### src/rtl/fsd_pkg.sv
package fsd_pkg;
    localparam int unsigned SYNC_W_DEF = 16;
    localparam int unsigned PRE_W_DEF  = 4;

    typedef struct packed {
        logic bclk;
        logic bclk_prev;
        logic bitv;
    } edge_st_t;

    typedef struct packed {
        logic flag;
        logic data;
    } track_st_t;
endpackage

### src/rtl/fsd_edge_sense.sv
module fsd_edge_sense
    import fsd_pkg::*;
(
    input  logic clk,
    input  logic rst_n,
    input  logic bclk_i,
    input  logic rxb_i,
    output logic bclk_o,
    output logic rise_o,
    output logic fall_o,
    output logic bit_o
);
    edge_st_t st_d, st_q;

    always_comb begin
        st_d           = st_q;
        st_d.bclk      = bclk_i;
        st_d.bclk_prev = st_q.bclk;
        st_d.bitv      = rxb_i;
    end

    always_ff @(posedge clk or negedge rst_n) begin
        if (!rst_n) st_q <= '0;
        else        st_q <= st_d;
    end

    assign bclk_o = st_q.bclk;
    assign rise_o = st_q.bclk & ~st_q.bclk_prev;
    assign fall_o = ~st_q.bclk & st_q.bclk_prev;
    assign bit_o  = st_q.bitv;
endmodule

### src/rtl/fsd_shift_match.sv
module fsd_shift_match #(
    parameter int unsigned          SYNC_W = 16,
    parameter int unsigned          PRE_W  = 4,
    parameter logic [SYNC_W-1:0]    WORD_A = 16'h9336,
    parameter logic [SYNC_W-1:0]    WORD_B = 16'hC4D6,
    parameter logic [PRE_W-1:0]     PREFIX = 4'hA
) (
    input  logic clk,
    input  logic rst_n,
    input  logic shift_i,
    input  logic bit_i,
    input  logic sel_i,
    input  logic pre_i,
    output logic match_o,
    output logic last_bit_o
);
    localparam int unsigned TOT_W = SYNC_W + PRE_W;

    logic [TOT_W-1:0]  sr_d, sr_q;
    logic [SYNC_W-1:0] word;
    logic              hit_short, hit_long;

    always_comb begin
        sr_d = sr_q;
        if (shift_i) sr_d = {sr_q[TOT_W-2:0], bit_i};
    end

    always_ff @(posedge clk or negedge rst_n) begin
        if (!rst_n) sr_q <= '0;
        else        sr_q <= sr_d;
    end

    always_comb begin
        word      = sel_i ? WORD_B : WORD_A;
        hit_short = (sr_q[SYNC_W-1:0] == word);
        hit_long  = (sr_q == {PREFIX, word});
        match_o   = pre_i ? hit_long : hit_short;
    end

    assign last_bit_o = sr_q[0];
endmodule

### src/rtl/fsd_frame_track.sv
module fsd_frame_track
    import fsd_pkg::*;
(
    input  logic clk,
    input  logic rst_n,
    input  logic en_i,
    input  logic fall_i,
    input  logic match_i,
    input  logic last_bit_i,
    output logic flag_o,
    output logic data_o
);
    track_st_t tr_d, tr_q;

    always_comb begin
        tr_d = tr_q;
        if (fall_i) begin
            tr_d.data = last_bit_i;
            if (en_i && match_i) tr_d.flag = 1'b1;
        end
        if (!en_i) tr_d.flag = 1'b0;
    end

    always_ff @(posedge clk or negedge rst_n) begin
        if (!rst_n) tr_q <= '{flag: 1'b0, data: 1'b1};
        else        tr_q <= tr_d;
    end

    assign flag_o = tr_q.flag;
    assign data_o = tr_q.data;
endmodule

### src/rtl/fsd_top.sv
module fsd_top
    import fsd_pkg::*;
#(
    parameter int unsigned       SYNC_W = SYNC_W_DEF,
    parameter int unsigned       PRE_W  = PRE_W_DEF,
    parameter logic [SYNC_W-1:0] WORD_A = 16'h9336,
    parameter logic [SYNC_W-1:0] WORD_B = 16'hC4D6,
    parameter logic [PRE_W-1:0]  PREFIX = 4'hA
) (
    input  logic clk,
    input  logic pd_rst_n,
    input  logic bclk_i,
    input  logic rxb_i,
    input  logic en_i,
    input  logic sel_i,
    input  logic pre_i,
    output logic fd_o,
    output logic rd_o,
    output logic rclk_o
);
    logic bclk_s, rise, fall, bit_s, match, last_bit, flag, data;
    logic mask;

    fsd_edge_sense u_edge (
        .clk    (clk),
        .rst_n  (pd_rst_n),
        .bclk_i (bclk_i),
        .rxb_i  (rxb_i),
        .bclk_o (bclk_s),
        .rise_o (rise),
        .fall_o (fall),
        .bit_o  (bit_s)
    );

    fsd_shift_match #(
        .SYNC_W (SYNC_W),
        .PRE_W  (PRE_W),
        .WORD_A (WORD_A),
        .WORD_B (WORD_B),
        .PREFIX (PREFIX)
    ) u_match (
        .clk        (clk),
        .rst_n      (pd_rst_n),
        .shift_i    (rise),
        .bit_i      (bit_s),
        .sel_i      (sel_i),
        .pre_i      (pre_i),
        .match_o    (match),
        .last_bit_o (last_bit)
    );

    fsd_frame_track u_track (
        .clk        (clk),
        .rst_n      (pd_rst_n),
        .en_i       (en_i),
        .fall_i     (fall),
        .match_i    (match),
        .last_bit_i (last_bit),
        .flag_o     (flag),
        .data_o     (data)
    );

    always_comb begin
        mask   = en_i & ~flag;
        fd_o   = flag;
        rd_o   = mask ? 1'b1 : data;
        rclk_o = mask ? 1'b1 : bclk_s;
    end
endmodule

### config.mk
export PLATFORM = sky130hd
export DESIGN_NAME = fsd_top
export DESIGN_NICKNAME = d
export VERILOG_FILES = /design/src/rtl/fsd_pkg.sv /design/src/rtl/fsd_edge_sense.sv /design/src/rtl/fsd_shift_match.sv /design/src/rtl/fsd_frame_track.sv /design/src/rtl/fsd_top.sv
export SDC_FILE = /design/constraint.sdc
export NUM_CORES = 1
export LEC_CHECK = 0
export BUFFER_PORTS_ARGS = -buffer_cell sky130_fd_sc_hd__buf_2
export CORE_ASPECT_RATIO = 1.2
export CORE_UTILIZATION = 55
export DETAILED_ROUTE_END_ITERATION = 8
export GPL_ROUTABILITY_DRIVEN = 0
export GPL_TIMING_DRIVEN = 0
export PLACE_DENSITY = 0.77
export RECOVER_POWER = 100
export SLEW_MARGIN = 10
export SYNTH_ARGS = -nofsm -noshare
export SYNTH_HDL_FRONTEND = slang
export SYNTH_SLANG_ARGS = --single-unit
export TNS_END_PERCENT = 30
### constraint.sdc
create_clock -name clk -period 1.7 [get_ports clk]
set_clock_uncertainty 0.05 [all_clocks]
set_input_delay 0.255 -clock clk [delete_from_list [all_inputs] [get_ports clk]]
set_output_delay 0.255 -clock clk [all_outputs]
set_load 0.01 [all_outputs]
==> impl_metrics.env <==
export IMPL_status="completed"
export IMPL_final_layout_size_suffix_gt1_share_pct=36.47
export IMPL_min_delay_worst_endpoint="u_track.flag_o$_DFFE_PN0P_"
export IMPL_combPwrFrac_pct=19.3
export IMPL_num_vias=586
export IMPL_num_antenna_cells=0
export IMPL_die_height_um=49.46
export IMPL_power_frac_seq_pct=63.4
export IMPL_cts_sinks=25
export IMPL_r2r_end="u_match.sr_q[17]$_DFFE_PN0P_"
export IMPL_synth_fp_nets=76
export IMPL_cap_violations=0
export IMPL_report_final_slew_viol_count=0
export IMPL_required_ns=1.86
export IMPL_yosysTopAreaCell="dfrtp_1"
export IMPL_synth_top_family_by_area="multiplexers"
export IMPL_grt_pass1_wl_mm=2.725
export IMPL_overflow=0
export IMPL_final_nets=93
export IMPL_hold_viol_final=0
export IMPL_hold_class="in -> reg"
export IMPL_reg2reg_depth=3
export IMPL_ys_flop_type="dfrtp_1"
export IMPL_p_per_area_nw_per_um2=1265
export IMPL_max_freq_mhz=673.2
export IMPL_synth_mux_area_fraction_pct=22.91
export IMPL_synth_top_area_share_pct=58.18
export IMPL_worstSkewPairLatency_ns=0.31
export IMPL_grt_pass1_vias=633
export IMPL_critPathArrivalTime_ns=1.64
export IMPL_ant_nets=0
export IMPL_antenna_found_initial=0
export IMPL_fin_crit_sh_pct=87.38
export IMPL_worstSetupPathType="reg -> reg"
export IMPL_ys_ff_latch=25
export IMPL_dieArea_um2=2055
export IMPL_grt_max_degree=26
export IMPL_min_from="en_i"
export IMPL_ys_warn_count=0
export IMPL_rsz0062_at_grt="false"
export IMPL_yosys_top_cells_area="dfrtp_1 (58%), mux2_2 (20%), mux2_1 (3.3%)"
export IMPL_fp_dieW_um=41.55
export IMPL_port_buffers=9
export IMPL_critPathMaxFanout=10
export IMPL_synth_area_um2=1032
export IMPL_startpoint_type="flip-flop"
export IMPL_p_clk_share_pct=17.4
export IMPL_drt_total_wl_mm=1.482
export IMPL_endpoint_kind="flip-flop"
export IMPL_synth_xor_area_share_pct=0
export IMPL_drc=0
export IMPL_p_leak_nw=0.5337
export IMPL_cts_resized=0
export IMPL_setup_tns_ns=0
export IMPL_viasPerCell=5.689
export IMPL_async_flop_share_pct=100.0
export IMPL_numCtsBuffers=3
export IMPL_synth_edf_count=0
export IMPL_synth_cells=69
export IMPL_fp_coreArea_um2=1702
export IMPL_synthSimpleGateAreaFrac_pct=11.52
export IMPL_rows=16
export IMPL_boundaryPins=10
export IMPL_path_clk_slew_ns=0.12
export IMPL_tightest_slew_ns=0.5859
export IMPL_cts_hold_buf=3
export IMPL_layout_min_cycle_time_ns=1.486
export IMPL_avgSynthCellArea_um2=14.96
export IMPL_start_util_pct=60.66
export IMPL_cts_max_level=1
export IMPL_placed_area_um2=1100
export IMPL_synth_compound_area_share_pct=3.515
export IMPL_root_buffer="clkbuf_4"
export IMPL_finalSetupViolations=0
export IMPL_cts_setup_buffers=0
export IMPL_synthTopCellsByCount="dfrtp_1 (24), mux2_2 (18), nand2b_1 (5), mux2_1 (3)"
export IMPL_first_iter_violations=5
export IMPL_max_vdd_ir_drop_uv=784.7
export IMPL_p_sw_share_pct=27.20
export IMPL_detailed_place_hpwl_mm=1.081
export IMPL_intPower_mw=1.060
export IMPL_max_slew_margin_pct=60.94
export IMPL_clock_path_buffers=2
export IMPL_firstDrtPassIters=3
export IMPL_r2r_start="u_edge.bclk_o$_DFF_PN0_"
export IMPL_hold_path_depth=3
export IMPL_nFillCells=136
export IMPL_netlist_cell_type_count=19
export IMPL_synth_yosys_seq_area_share_pct=60.73
export IMPL_synthAdderAreaFrac_pct=0
export IMPL_p_sw_mw=0.3959
export IMPL_syn2layout_area_growth_pct=11.51
export IMPL_cts_tree="done"
export IMPL_r2r_setup_slack_ns=0.21
export IMPL_gr_usage_all_layers_pct=17.90
export IMPL_wl_per_cell_um=14.39
export IMPL_synth_most_common_cell="dfrtp_1"
export IMPL_design_area_um2=1151
-- critical path, cell delays in order, from the launching register on --
cell,delay [ns]
dfrtp_1,0.43
nand2b_1,0.09
clkbuf_1,0.41
mux2_2,0.39
-- stage by stage --
step	hold slack [ns]	power, mW	worst slack (ns)	cells	utilization, %
floorplan	-0.09059	1.122	0.5305	69	-
global placement	0.2142	1.202	0.4466	96	64.63
detailed placement	0.2173	1.224	0.4246	96	64.63
CTS	0.1150	1.480	0.3032	103	67.94
global route	0.1186	1.553	0.1179	103	67.65
finish	0.1204	1.456	0.2145	103	67.65
-- logic make-up (layout without fill, tap and decap cells) --
kind of cell	Yosys count	in the layout
flops	25	25
simple gates	16	16
mux	21	21
buf+inv	3	19
compound gates	4	4
-- layout make-up --
| cell class | count | area, um^2 | share of cell area, % |
|---|---|---|---|
| multi-input cells | 41 | 391.6 | 34.02 |
| clock buffers | 4 | 26.28 | 2.283 |
| flip-flops and latches | 25 | 626.9 | 54.46 |
| plain buffers | 2 | 8.758 | 0.7609 |
| inverters | 1 | 3.754 | 0.3261 |
| repair buffers | 12 | 71.32 | 6.196 |
| well taps | 18 | 22.52 | 1.957 |
-- sequential cells by signal, indices dropped and copies added, names as in the netlist --
name            count
u_edge.st_q         1
u_match.sr_q       20
u_edge.bit_o        1
u_edge.bclk_o       1
u_track.flag_o      1
u_track.data_o      1
-- layout by cell type (no fill, tap or decap), types with 2 or more instances in the layout --
cell / Yosys / layout
and4bb_1: 2 / 2
buf_2: 2 / 6
clkbuf_1: 0 / 5
clkbuf_4: 0 / 3
dfrtp_1: 24 / 24
dlygate4sd3_1: 0 / 3
mux2_1: 3 / 3
mux2_2: 18 / 18
nand2b_1: 5 / 5
nor2_1: 2 / 2
o22ai_1: 2 / 2
-- power groups by stage --
| stage | Combinational [mW] | Clock (mW) | Sequential (mW) |
|---|---|---|---|
| floorplan | 0.235 | 0 | 0.887 |
| global placement | 0.272 | 0 | 0.930 |
| detailed placement | 0.283 | 0 | 0.941 |
| CTS | 0.289 | 0.265 | 0.926 |
| global route | 0.309 | 0.288 | 0.956 |
| finish | 0.281 | 0.253 | 0.922 |
-- layer usage --
metal  routed length (um)  vias up  track usage, %
li1                     -      288               -
met1                  681      287           22.47
met2                  715        7           27.60
met3                   29        4           2.198
met4                   56        0           14.52
met5                    0        -               0
-- worst max-delay path by stage --
stage,startpoint,end,cells past startpoint
final,u_edge.bclk_o$_DFF_PN0_,u_match.sr_q[17]$_DFFE_PN0P_,3
after global routing,u_edge.bclk_o$_DFF_PN0_,u_match.sr_q[18]$_DFFE_PN0P_,3
after CTS,u_track.flag_o$_DFFE_PN0P_,rd_o,3
after detailed placement,u_edge.bclk_o$_DFF_PN0_,u_match.sr_q[14]$_DFFE_PN0P_,3
after global placement,u_edge.bclk_o$_DFF_PN0_,u_match.sr_q[13]$_DFFE_PN0P_,3
after floorplan,u_edge.bclk_o$_DFF_PN0_,u_match.sr_q[11]$_DFFE_PN0P_,3
(Power assumes the default switching activity.)
